--- src/rtl/sar_conv_pkg.sv ---
// Shared address map, bit positions and state encoding for the
// converter control block. Offsets and bit positions are fixed because
// host software decodes them.
package sar_conv_pkg;
    localparam int OFS_CTRL   = 'h00;
    localparam int OFS_CFG    = 'h04;
    localparam int OFS_DATA   = 'h4C;
    localparam int OFS_IE     = 'h50;
    localparam int OFS_CLR    = 'h54;
    localparam int OFS_MASKED = 'h58;
    localparam int OFS_RAW    = 'h5C;

    localparam int CTL_EN_BIT  = 0;
    localparam int CTL_RUN_BIT = 1;
    localparam int CTL_RES_BIT = 2;
    localparam int CTL_CNT_LSB = 4;
    localparam int CFG_CH_LSB  = 0;
    localparam int CFG_SC_LSB  = 9;

    typedef enum logic [1:0] {
        SQ_IDLE = 2'd0,
        SQ_REQ  = 2'd1,
        SQ_BUSY = 2'd2
    } seq_state_t;
endpackage

--- src/rtl/sar_conv_regfile.sv ---
// Host-visible register file: decodes writes, holds the control,
// input-select and interrupt-enable fields, and multiplexes read data.
// Assumes single-cycle write strobes and a combinational read path.
module sar_conv_regfile
    import sar_conv_pkg::*;
#(
    parameter int ADDR_W = 8,
    parameter int DATA_W = 32,
    parameter int RES_W  = 12,
    parameter int CH_W   = 5,
    parameter int SC_W   = 2,
    parameter int CNT_W  = 4
) (
    input  logic              clk,
    input  logic              rst_n,
    input  logic              bus_wr,
    input  logic [ADDR_W-1:0] bus_addr,
    input  logic [DATA_W-1:0] bus_wdata,
    output logic [DATA_W-1:0] bus_rdata,
    input  logic              run_bit,
    input  logic [RES_W-1:0]  result,
    input  logic              raw_flag,
    input  logic              masked_flag,
    output logic              en_q,
    output logic              res12_q,
    output logic [CNT_W-1:0]  cnt_q,
    output logic [CH_W-1:0]   cfg_chan_q,
    output logic [SC_W-1:0]   cfg_scale_q,
    output logic              ie_q,
    output logic              run_wr,
    output logic              clr_wr
);
    logic at_ctrl, at_cfg, at_data, at_ie, at_clr, at_masked, at_raw;

    // Address compare, shared by the write and read paths.
    always_comb begin
        at_ctrl   = (bus_addr == ADDR_W'(OFS_CTRL));
        at_cfg    = (bus_addr == ADDR_W'(OFS_CFG));
        at_data   = (bus_addr == ADDR_W'(OFS_DATA));
        at_ie     = (bus_addr == ADDR_W'(OFS_IE));
        at_clr    = (bus_addr == ADDR_W'(OFS_CLR));
        at_masked = (bus_addr == ADDR_W'(OFS_MASKED));
        at_raw    = (bus_addr == ADDR_W'(OFS_RAW));
    end

    // Write strobes for the sequencer and the flag logic.
    always_comb begin
        run_wr = bus_wr && at_ctrl && bus_wdata[CTL_RUN_BIT] && bus_wdata[CTL_EN_BIT];
        clr_wr = bus_wr && at_clr && bus_wdata[0];
    end

    // Storage for the host-writable fields.
    always_ff @(posedge clk) begin
        if (!rst_n) begin
            en_q        <= 1'b0;
            res12_q     <= 1'b0;
            cnt_q       <= '0;
            cfg_chan_q  <= '0;
            cfg_scale_q <= '0;
            ie_q        <= 1'b0;
        end else if (bus_wr) begin
            if (at_ctrl) begin
                en_q    <= bus_wdata[CTL_EN_BIT];
                res12_q <= bus_wdata[CTL_RES_BIT];
                cnt_q   <= bus_wdata[CTL_CNT_LSB +: CNT_W];
            end
            if (at_cfg) begin
                cfg_chan_q  <= bus_wdata[CFG_CH_LSB +: CH_W];
                cfg_scale_q <= bus_wdata[CFG_SC_LSB +: SC_W];
            end
            if (at_ie) begin
                ie_q <= bus_wdata[0];
            end
        end
    end

    // Read multiplexer; unmapped offsets and the clear word read zero.
    always_comb begin
        bus_rdata = '0;
        if (at_ctrl) begin
            bus_rdata[CTL_EN_BIT]              = en_q;
            bus_rdata[CTL_RUN_BIT]             = run_bit;
            bus_rdata[CTL_RES_BIT]             = res12_q;
            bus_rdata[CTL_CNT_LSB +: CNT_W]    = cnt_q;
        end else if (at_cfg) begin
            bus_rdata[CFG_CH_LSB +: CH_W]      = cfg_chan_q;
            bus_rdata[CFG_SC_LSB +: SC_W]      = cfg_scale_q;
        end else if (at_data) begin
            bus_rdata[RES_W-1:0]               = result;
        end else if (at_ie) begin
            bus_rdata[0]                       = ie_q;
        end else if (at_masked) begin
            bus_rdata[0]                       = masked_flag;
        end else if (at_raw) begin
            bus_rdata[0]                       = raw_flag;
        end
    end
endmodule

--- src/rtl/sar_conv_seq.sv ---
// Conversion sequencer: turns an accepted run write into a request to
// the ADC core, latches the input selection, waits for the result and
// stores it. Assumes the core pulses done for one cycle per accepted
// request. A cleared enable abandons any conversion in flight.
module sar_conv_seq
    import sar_conv_pkg::*;
#(
    parameter int RES_W = 12,
    parameter int CH_W  = 5,
    parameter int SC_W  = 2
) (
    input  logic             clk,
    input  logic             rst_n,
    input  logic             en_q,
    input  logic             run_wr,
    input  logic [CH_W-1:0]  cfg_chan,
    input  logic [SC_W-1:0]  cfg_scale,
    input  logic             conv_ack,
    input  logic             conv_done,
    input  logic [RES_W-1:0] conv_data,
    output logic             conv_req,
    output logic [CH_W-1:0]  conv_chan,
    output logic [SC_W-1:0]  conv_scale,
    output logic             run_bit,
    output logic             busy,
    output logic             done_evt,
    output logic [RES_W-1:0] result
);
    seq_state_t state;

    // State, latched selection and result register.
    always_ff @(posedge clk) begin
        if (!rst_n) begin
            state      <= SQ_IDLE;
            conv_chan  <= '0;
            conv_scale <= '0;
            result     <= '0;
        end else begin
            unique case (state)
                SQ_IDLE: begin
                    if (run_wr) begin
                        state      <= SQ_REQ;
                        conv_chan  <= cfg_chan;
                        conv_scale <= cfg_scale;
                    end
                end
                SQ_REQ: begin
                    if (!en_q)         state <= SQ_IDLE;
                    else if (conv_ack) state <= SQ_BUSY;
                end
                SQ_BUSY: begin
                    if (!en_q) begin
                        state <= SQ_IDLE;
                    end else if (conv_done) begin
                        state  <= SQ_IDLE;
                        result <= conv_data;
                    end
                end
                default: state <= SQ_IDLE;
            endcase
        end
    end

    // Core-facing request and status decoded from the state.
    always_comb begin
        conv_req = (state == SQ_REQ) && en_q;
        run_bit  = (state == SQ_REQ);
        busy     = (state != SQ_IDLE);
        done_evt = (state == SQ_BUSY) && en_q && conv_done;
    end
endmodule

--- src/rtl/sar_conv_irq.sv ---
// Sticky completion flag with write-one clear and interrupt masking.
// Assumes done_evt and clr_wr are single-cycle strobes; a completion
// in the same cycle as a clear keeps the flag set.
module sar_conv_irq (
    input  logic clk,
    input  logic rst_n,
    input  logic done_evt,
    input  logic clr_wr,
    input  logic ie_q,
    output logic raw_flag,
    output logic masked_flag
);
    // Set on completion, reset by a clear; completion has priority.
    always_ff @(posedge clk) begin
        if (!rst_n)        raw_flag <= 1'b0;
        else if (done_evt) raw_flag <= 1'b1;
        else if (clr_wr)   raw_flag <= 1'b0;
    end

    // Masked view used for the status word and the interrupt pin.
    always_comb masked_flag = raw_flag & ie_q;
endmodule

--- src/rtl/sar_conv_regs.sv ---
// Top level of the converter control block: connects the register
// file, the conversion sequencer and the completion flag logic.
// Assumes a single host master and one ADC core on the handshake.
module sar_conv_regs
    import sar_conv_pkg::*;
#(
    parameter int ADDR_W = 8,
    parameter int DATA_W = 32,
    parameter int RES_W  = 12,
    parameter int CH_W   = 5,
    parameter int SC_W   = 2,
    parameter int CNT_W  = 4
) (
    input  logic              clk,
    input  logic              rst_n,
    input  logic              bus_wr,
    input  logic [ADDR_W-1:0] bus_addr,
    input  logic [DATA_W-1:0] bus_wdata,
    output logic [DATA_W-1:0] bus_rdata,
    output logic              conv_req,
    input  logic              conv_ack,
    output logic [CH_W-1:0]   conv_chan,
    output logic [SC_W-1:0]   conv_scale,
    output logic              conv_res12,
    input  logic              conv_done,
    input  logic [RES_W-1:0]  conv_data,
    output logic              adc_on,
    output logic              irq
);
    logic             en_q, res12_q, ie_q, run_wr, clr_wr;
    logic [CNT_W-1:0] cnt_q;
    logic [CH_W-1:0]  cfg_chan_q;
    logic [SC_W-1:0]  cfg_scale_q;
    logic             run_bit, busy, done_evt, raw_flag, masked_flag;
    logic [RES_W-1:0] result;

    sar_conv_regfile #(
        .ADDR_W(ADDR_W), .DATA_W(DATA_W), .RES_W(RES_W),
        .CH_W(CH_W), .SC_W(SC_W), .CNT_W(CNT_W)
    ) u_regs (
        .clk(clk), .rst_n(rst_n),
        .bus_wr(bus_wr), .bus_addr(bus_addr), .bus_wdata(bus_wdata),
        .bus_rdata(bus_rdata),
        .run_bit(run_bit), .result(result),
        .raw_flag(raw_flag), .masked_flag(masked_flag),
        .en_q(en_q), .res12_q(res12_q), .cnt_q(cnt_q),
        .cfg_chan_q(cfg_chan_q), .cfg_scale_q(cfg_scale_q),
        .ie_q(ie_q), .run_wr(run_wr), .clr_wr(clr_wr)
    );

    sar_conv_seq #(
        .RES_W(RES_W), .CH_W(CH_W), .SC_W(SC_W)
    ) u_seq (
        .clk(clk), .rst_n(rst_n), .en_q(en_q), .run_wr(run_wr),
        .cfg_chan(cfg_chan_q), .cfg_scale(cfg_scale_q),
        .conv_ack(conv_ack), .conv_done(conv_done), .conv_data(conv_data),
        .conv_req(conv_req), .conv_chan(conv_chan), .conv_scale(conv_scale),
        .run_bit(run_bit), .busy(busy), .done_evt(done_evt), .result(result)
    );

    sar_conv_irq u_irq (
        .clk(clk), .rst_n(rst_n), .done_evt(done_evt), .clr_wr(clr_wr),
        .ie_q(ie_q), .raw_flag(raw_flag), .masked_flag(masked_flag)
    );

    // Converter-side static controls and interrupt pin.
    always_comb begin
        adc_on     = en_q;
        conv_res12 = res12_q;
        irq        = masked_flag;
    end
endmodule

--- config.mk ---
export PLATFORM = sky130hd
export DESIGN_NAME = sar_conv_regs
export DESIGN_NICKNAME = d
export VERILOG_FILES = /design/src/rtl/sar_conv_pkg.sv /design/src/rtl/sar_conv_regfile.sv /design/src/rtl/sar_conv_seq.sv /design/src/rtl/sar_conv_irq.sv /design/src/rtl/sar_conv_regs.sv
export SDC_FILE = /design/constraint.sdc
export NUM_CORES = 1
export LEC_CHECK = 0
export CAP_MARGIN = 10
export CORE_ASPECT_RATIO = 0.5
export CORE_MARGIN = 4
export CORE_UTILIZATION = 33
export DETAILED_ROUTE_END_ITERATION = 6
export GPL_ROUTABILITY_DRIVEN = 0
export HOLD_SLACK_MARGIN = 0.15
export PLACE_DENSITY = 0.78
export SYNTH_ARGS = -nofsm -noshare
export SYNTH_HDL_FRONTEND = slang
export SYNTH_SLANG_ARGS = --single-unit
--- constraint.sdc ---
create_clock -name clk -period 2.2 [get_ports clk]
set_clock_uncertainty 0.2 [all_clocks]
set_input_delay 0.66 -clock clk [delete_from_list [all_inputs] [get_ports clk]]
set_output_delay 0.66 -clock clk [all_outputs]
set_load 0.01 [all_outputs]
# == After elaboration in Yosys (flattened, before gate mapping) ==
# Index checks and enable logic that the tools add are counted.
# word_totals
reg_bits,36
inputBits,57
out_inout_bits,43
elab_cells,61
# op_classes
n_reduce_logical,17
eq_ne,11
n_bitwise,1
n_mux,21
# op_table
operator,n
$eq 8x7->1 const B,5
$mux 2,6
$mux 4,3
$mux 11,1
$eq 8x3->1 const B,1
$logic_and 1x1->1,8
$logic_not 8->1,1
$mux 1,8
$reduce_and 2->1,4
$ne 3x3->1 const B,2
$pmux 2 s3,1
$reduce_and 3->1,2
$mux 5,1
$mux 3,1
$eq 2x1->1 const B,1
$eq 2x2->1 const B,1
$logic_not 2->1,1
$ne 2x2->1 const B,1
$reduce_bool 2->1,1
$and 1x1->1,1

# == Logic depth before layout (Yosys ltp) ==
# Gate-level depths: netlist of run 1.
# depth
depth_word,7
ltp_mapped,5

# == Cells and area by module ==
# From an unflattened synthesis of run 1, not the netlist that was laid out.
# hier_totals
cells_unflattened,219
hier_area_um2,1948.1
# by_module_without_submodules
mod,instances,area_per_inst_um2,cells_per_inst
sar_conv_regfile,1,1016.0,119
sar_conv_seq,1,883.3,96
sar_conv_irq,1,48.8,4

# == Worst setup path before layout of run 1 ==
# No wires, ideal clock.
# synth_timing
path_type,input to output
from,input port bus_addr[3]
to,output port bus_rdata[0]
arrival_ns,1.600
stages,4
setup_slack_ns,-0.260
path_cell_list,nor3_2 > nand2_1 > nor2_1 > a221o_1
# synth_via
elab_chain_len,7
word_cells_on_any_way,12
cone_classes,eq/ne (5); mux (6); reduce/logical (1)
# synth_lines
item,line_no,rtl
start: declaration,sar_conv_regs.sv:17,"input logic [ADDR_W-1:0] bus_addr,"
$eq 8x7->1,sar_conv_regfile.sv:43,at_raw = (bus_addr == ADDR_W'(OFS_RAW));
$mux 1,sar_conv_regfile.sv:94,end else if (at_raw) begin
$mux 1,sar_conv_regfile.sv:92,end else if (at_masked) begin
$mux 1,sar_conv_regfile.sv:90,end else if (at_ie) begin
$mux 1,sar_conv_regfile.sv:88,end else if (at_data) begin
$mux 5,sar_conv_regfile.sv:85,end else if (at_cfg) begin
$mux 3 *,sar_conv_regfile.sv:80,if (at_ctrl) begin
end: declaration,sar_conv_regs.sv:19,"output logic [DATA_W-1:0] bus_rdata,"
# Mark *: on every way between the ends. The rest lies on a longest branch, timed or not.

# == Worst setup path after layout of run 1 ==
# layout_timing
from,input port bus_addr[6]
to,output port bus_rdata[0]
# Same word-level chain as after synthesis.

==> results.py, run 1 <==
metrics = {
    "setup_path": {
        "worstSetupStartpoint": "bus_addr[6]",
        "cp-end-kind": "output pin",
        "cp_top_family": "simple AND/OR/NAND/NOR gates",
        "worst_setup_path_start_kind": "input pin",
        "cpMaxStageDelayCell": "nor4_4",
        "crit_fanout": 4,
        "crit_type": "input pin to output pin",
        "r2r-start": "u_seq.state[0]",
        "cp_data_required_time_ns": 1.34,
        "path_buf_inv": 4,
        "critPathMostFrequentCell": "buf_6",
        "max_stage_delay_ns": 0.35,
        "cp_cell_sequence": "buf_8, nor4_4, buf_4, nand2_4, nor2_4, buf_6, a221o_1, buf_6",
        "arrival_ns": 1.86,
    },
    "pwr": {
        "pwr-share-comb_pct": 12.0,
        "clkPwrFrac_pct": 38.5,
        "power-per-cell-area_nw_per_um2": 455.0,
        "p_sw_share_pct": 22.47,
        "seqPwrFrac_pct": 49.5,
        "p_leak_nw": 1.177,
        "ir_worst_vdd_mv": 0.2517,
        "net-switching-power_uw": 295.8,
        "p_int_mw": 1.021,
    },
    "die": {
        "pin_count": 100,
        "core_um2": 5157,
        "dieArea_um2": 6921,
        "die_w_um": 113.7,
        "initial_core_util_pct": 35.76,
        "die_h_um": 60.86,
        "row_count": 18,
    },
    "synthesis": {
        "synth.most_common_cell": "nand2_1",
        "yosys.area.top_type_share_pct": 39.08,
        "async_reset_ff_share_pct": 0,
        "syn_inst": 209,
        "synth_top_area_cell": "dfxtp_1",
        "ys.warnings.count": 0,
        "synth_edf_count": 0,
        "ys_seq_area_share_pct": 39.08,
        "synth_seq_cells": 36,
        "ys.flop_type": "dfxtp_1",
        "syn-mean-instance-area_um2": 8.824,
        "syn-cell-area_um2": 1844,
        "synthTopCellsByArea": "dfxtp_1 39%, mux2i_1 9.2%, buf_4 8.1%, nand2_1 7.5%, nor2b_1 5.8%",
        "ys_types": 38,
        "synth.top_cells.by_count": "37 x nand2_1, 36 x dfxtp_1, 20 x buf_4",
    },
    "timing": {
        "setup_slack_ns": -0.5200,
        "hold_slack_ns": 0.2702,
        "slew_violations": 0,
        "setup_tns_ns": -5.034,
        "setup_viol": 12,
        "fmax_ghz": 0.3676,
        "fin_crit_sh_pct": 123.6,
        "hold_violations": 0,
        "rsz0062_at_grt": "true",
        "period_needed_ns": 2.720,
    },
    "clock_network": {
        "clk_latency_ns": 0.29,
        "cts_tree": "done",
        "clk_pin_slew_worst_paths_ns": 0.07,
        "cts_inserted_buffers": 5,
        "cts-root-buf": "clkbuf_8",
        "clock_sinks": 36,
        "htreeDepth": 2,
        "cts.path.max_buffers": 2,
    },
    "layout": {
        "final_nets": 354,
        "diodes": 0,
        "final_core_util_pct": 56.11,
        "drive_above_1_share_pct": 27.95,
        "area_growth_pct": 56.92,
    },
    "drt": {
        "dr.pass1.iters": 4,
        "wl_per_cell_um": 14.39,
        "viasPerCell": 4.820,
        "drtIter0Drc": 95,
        "routed_wl_um": 5280,
        "ant_nets": 0,
        "via_count": 1769,
        "drc": 0,
    },
    "outcome": {
        "status": "complete, but fails checks",
        "violations": "negative setup slack",
    },
    "global_routing": {
        "grt_max_degree": 44,
        "grt_pass1_vias": 1757,
        "grt_overflow": 0,
        "grt_util_all_layers_pct": 15.63,
        "grt_pass1_wl_um": 8397,
        "antenna_found_initial": 0,
    },
    "place": {
        "dpl.hpwl_um": 3747,
        "port-buffer-count": 57,
    },
    "worst_hold_path": {
        "hold_start": "u_seq.result[8]",
        "hp-class": "register to register",
    },
    "run": {
        "drv_cap": 0,
    },
}
power groups by stage:
stage,Combinational [mW],Sequential [mW],Clock [mW]
6_report,0.158,0.652,0.507
5_1_grt,0.168,0.651,0.549
4_1_cts,0.149,0.652,0.523
3_5_place_dp,0.145,0.667,0
3_3_place_gp,0.143,0.667,0
2_1_floorplan,0.0752,0.667,0
tightest hold or removal path, stage by stage, from the launching register on:
cell	delay (ns)
dfxtp_1	0.31
nand2_1	0.05
a21boi_0	0.06
through the flow:
step | cells | area [µm²] | setup WS [ns] | power, mW
final | 367 | 2894 | -0.5200 | 1.317
after global routing | 367 | 2894 | -0.5741 | 1.368
after CTS | 364 | 2814 | -0.6246 | 1.324
after detailed placement | 347 | 2626 | -1.185 | 0.8114
after global placement | 347 | 2626 | -1.172 | 0.8096
after floorplan | 228 | 1961 | -0.1753 | 0.7420
kinds of logic after synthesis:
group,share of synthesized area [%]
other cells,0.2033
simple gates,25.71
flops,39.08
buf+inv,10.92
compound gates,14.25
mux,9.837
flip-flops by register name (all words and copies together) (netlist names):
register            flops
u_regs.cnt_q            4
u_seq.conv_scale        2
u_irq.raw_flag          1
u_regs.cfg_scale_q      2
u_regs.cfg_chan_q       5
u_regs.en_q             1
u_seq.result           12
u_regs.ie_q             1
u_seq.conv_chan         5
u_regs.res12_q          1
u_seq.state             2
routing by layer:
layer	vias to the layer above	part of all wire, %	global-route usage (%)
li1	851	-	-
met1	855	45	19.24
met2	54	49	27.95
met3	9	4.5	2.590
met4	0	1.2	6.507
met5	-	0	0
cells in the final DEF, fill, tap and decap left out, types with 2 or more instances in the layout:
cell / count
nand2_1: 36
clkdlybuf4s50_1: 35
dfxtp_1: 35
buf_4: 21
conb_1: 20
mux2i_1: 17
nor2b_1: 16
a21boi_0: 13
buf_6: 12
buf_2: 11
nand3_1: 10
o21ai_0: 8
clkbuf_8: 7
buf_12: 5
and2_4: 3
nor2_4: 3
a32o_1: 3
a22o_1: 3
buf_8: 3
and2_1: 2
nor2_1: 2
nand3_2: 2
o2bb2ai_2: 2
a21oi_1: 2
dlygate4sd2_1: 2
final timing paths:
| check | slack (ns) | cells past startpoint | to |
|---|---|---|---|
| hold / removal | 0.27 | 2 | u_seq.result[8] |
| setup reg to reg | 0.58 | 6 | u_seq.conv_chan[0] |
| hold reg to reg | 0.27 | 2 | u_seq.result[8] |
| setup / recovery | -0.52 | 8 | bus_rdata[0] |
area by class of cell:
| cell class | instances | area, µm² |
|---|---|---|
| multi-input combinational | 161 | 1080 |
| tap | 70 | 87.58 |
| fill | 455 | 2263 |
| clock buffer | 7 | 96.34 |
| sequential | 36 | 721.9 |
| inverter | 1 | 3.754 |
| timing repair buffer | 92 | 904.6 |
repair_timing:
action | 4_1_cts | 5_1_grt
gates cloned | 1 | 0
buffers inserted | 9 | 5
resized for setup | 97 | 18
pin swaps | 11 | 8
endpoints found under the setup margin | 23 | 20
hold buffers | 0 | 0
(Power assumes the default switching activity.)
==> run 2: changes to the inputs <==
Settings changed: CORE_UTILIZATION 33 to 35, PLACE_DENSITY 0.78 to 0.81.
==> results.py, run 2 (same netlist as run 1, synthesis figures left out) <==
metrics = {
    "outcome": {
        "violations": "negative setup slack",
        "status": "complete, but fails checks",
    },
    "layout": {
        "final_cell_mix": "36 x nand2_1, 36 x dfxtp_1, 35 x clkdlybuf4s50_1",
        "largest_register_ffs": 12,
        "diodes": 0,
        "reg_top3": "u_seq.result (12), u_regs.cfg_chan_q (5), u_seq.conv_chan (5)",
        "drive_above_1_share_pct": 24.91,
        "top_register": "u_seq.result",
        "final_core_util_pct": 54.88,
        "area_growth_pct": 48.78,
        "final_nets": 345,
    },
    "setup_path": {
        "cp-end-kind": "output pin",
        "arrival_ns": 1.82,
        "r2r-start": "u_seq.state[0]",
        "crit_type": "input pin to output pin",
        "cp_data_required_time_ns": 1.34,
        "worstSetupStartpoint": "bus_addr[5]",
        "ff2ff_path_depth": 6,
        "rr_endpoint": "u_seq.conv_chan[1]",
        "r2r_setup_slack_ns": 0.54,
        "crit_fanout": 3,
        "worst_setup_path_start_kind": "input pin",
        "crit_end": "bus_rdata[0]",
    },
    "drt": {
        "ant_nets": 0,
        "dr.pass1.iters": 4,
        "viasPerCell": 4.805,
        "drc": 0,
        "wl_per_cell_um": 14.80,
        "routed_wl_um": 5313,
        "via_count": 1725,
        "drtIter0Drc": 44,
    },
    "die": {
        "dieArea_um2": 6565,
        "initial_core_util_pct": 36.89,
        "row_count": 18,
        "pin_count": 100,
        "die_h_um": 59.33,
        "core_um2": 5000,
        "die_w_um": 110.7,
    },
    "clock_network": {
        "htreeDepth": 2,
        "clk_latency_ns": 0.28,
        "clock_sinks": 36,
        "cts_inserted_buffers": 5,
        "cts_hold_buf": 0,
        "clk_pin_slew_worst_paths_ns": 0.07,
        "cts-root-buf": "clkbuf_8",
        "cts_tree": "done",
        "cts.path.max_buffers": 2,
    },
    "pwr": {
        "ir_worst_vdd_mv": 0.2072,
        "p_leak_nw": 1.105,
        "finalPower_mw": 1.285,
        "power-per-cell-area_nw_per_um2": 468.5,
    },
    "global_routing": {
        "grt_util_all_layers_pct": 16.08,
        "grt_pass1_vias": 1780,
        "grt_max_degree": 44,
        "antenna_found_initial": 0,
        "grt_pass1_wl_um": 8328,
        "grt_overflow": 0,
    },
    "timing": {
        "fmax_ghz": 0.3737,
        "period_needed_ns": 2.676,
        "hold_violations": 0,
        "rsz0062_at_grt": "true",
        "setup_viol": 12,
        "slew_violations": 0,
        "fin_crit_sh_pct": 121.6,
        "setup_slack_ns": -0.4760,
    },
    "place": {
        "dp_slack_ns": -1.227,
        "port-buffer-count": 57,
        "dpl.hpwl_um": 3723,
    },
    "worst_hold_path": {
        "hp-class": "register to register",
    },
    "run": {
        "drv_cap": 0,
    },
}
==> run 2: timing repair <==
action / 4_1_cts / 5_1_grt
pin swaps: 11 / 6
endpoints found under the hold margin: 0 / 0
gates resized for setup: 89 / 7
setup endpoints to repair: 30 / 22
buffers inserted: 8 / 1
gates cloned: 1 / 0
==> run 2: report_power, final <==
part           internal (mW)  switching, mW  leakage, nW  total [mW]
Combinational         0.0815         0.0653        0.770       0.147
Sequential             0.652       0.000253        0.290       0.652
Clock                  0.255          0.231       0.0455       0.487
==> run 2: how the worst min path moves through the flow <==
stage	depth (start not counted)	slack [ns]	startpoint	to
after detailed placement	2	0.26	u_seq.result[4]	u_seq.result[4]
after floorplan	2	0.24	u_seq.result[10]	u_seq.result[10]
final	2	0.26	u_seq.result[10]	u_seq.result[10]
after CTS	2	0.27	u_seq.result[4]	u_seq.result[4]
after global routing	2	0.29	u_seq.result[9]	u_seq.result[9]
after global placement	2	0.25	u_seq.result[7]	u_seq.result[7]
==> run 2: cell type report <==
type | instances | area, µm²
clock buffer | 8 | 90.09
tap | 70 | 87.58
sequential | 36 | 720.7
timing repair buffer | 83 | 797.0
inverter | 1 | 3.754
fill | 440 | 2256
multi-input combinational | 161 | 1045
==> run 2: per-stage QoR <==
step / setup TNS, ns / std cells / instance area (µm²) / hold WS (ns)
final: -4.943 / 359 / 2744 / 0.2649
after global routing: -5.637 / 359 / 2744 / 0.2874
after CTS: -5.617 / 360 / 2738 / 0.2687
after detailed placement: -21.96 / 343 / 2609 / 0.2588
after global placement: -21.59 / 343 / 2609 / 0.2507
after floorplan: -1.342 / 228 / 1961 / 0.2429
==> run 2: critical path, stage by stage <==
cell	delay [ns]
buf_8	0.10
nor4_4	0.37
nand2_2	0.13
nor2_4	0.15
buf_6	0.12
a221o_1	0.15
buf_2	0.13
==> run 2: metal layers <==
metal / wire, µm / vias to the layer above / global-route usage (%)
li1: - / 836 / -
met1: 2353 / 827 / 18.55
met2: 2609 / 54 / 29.31
met3: 277 / 8 / 4.689
met4: 73 / 0 / 5.614
met5: 0 / - / 0
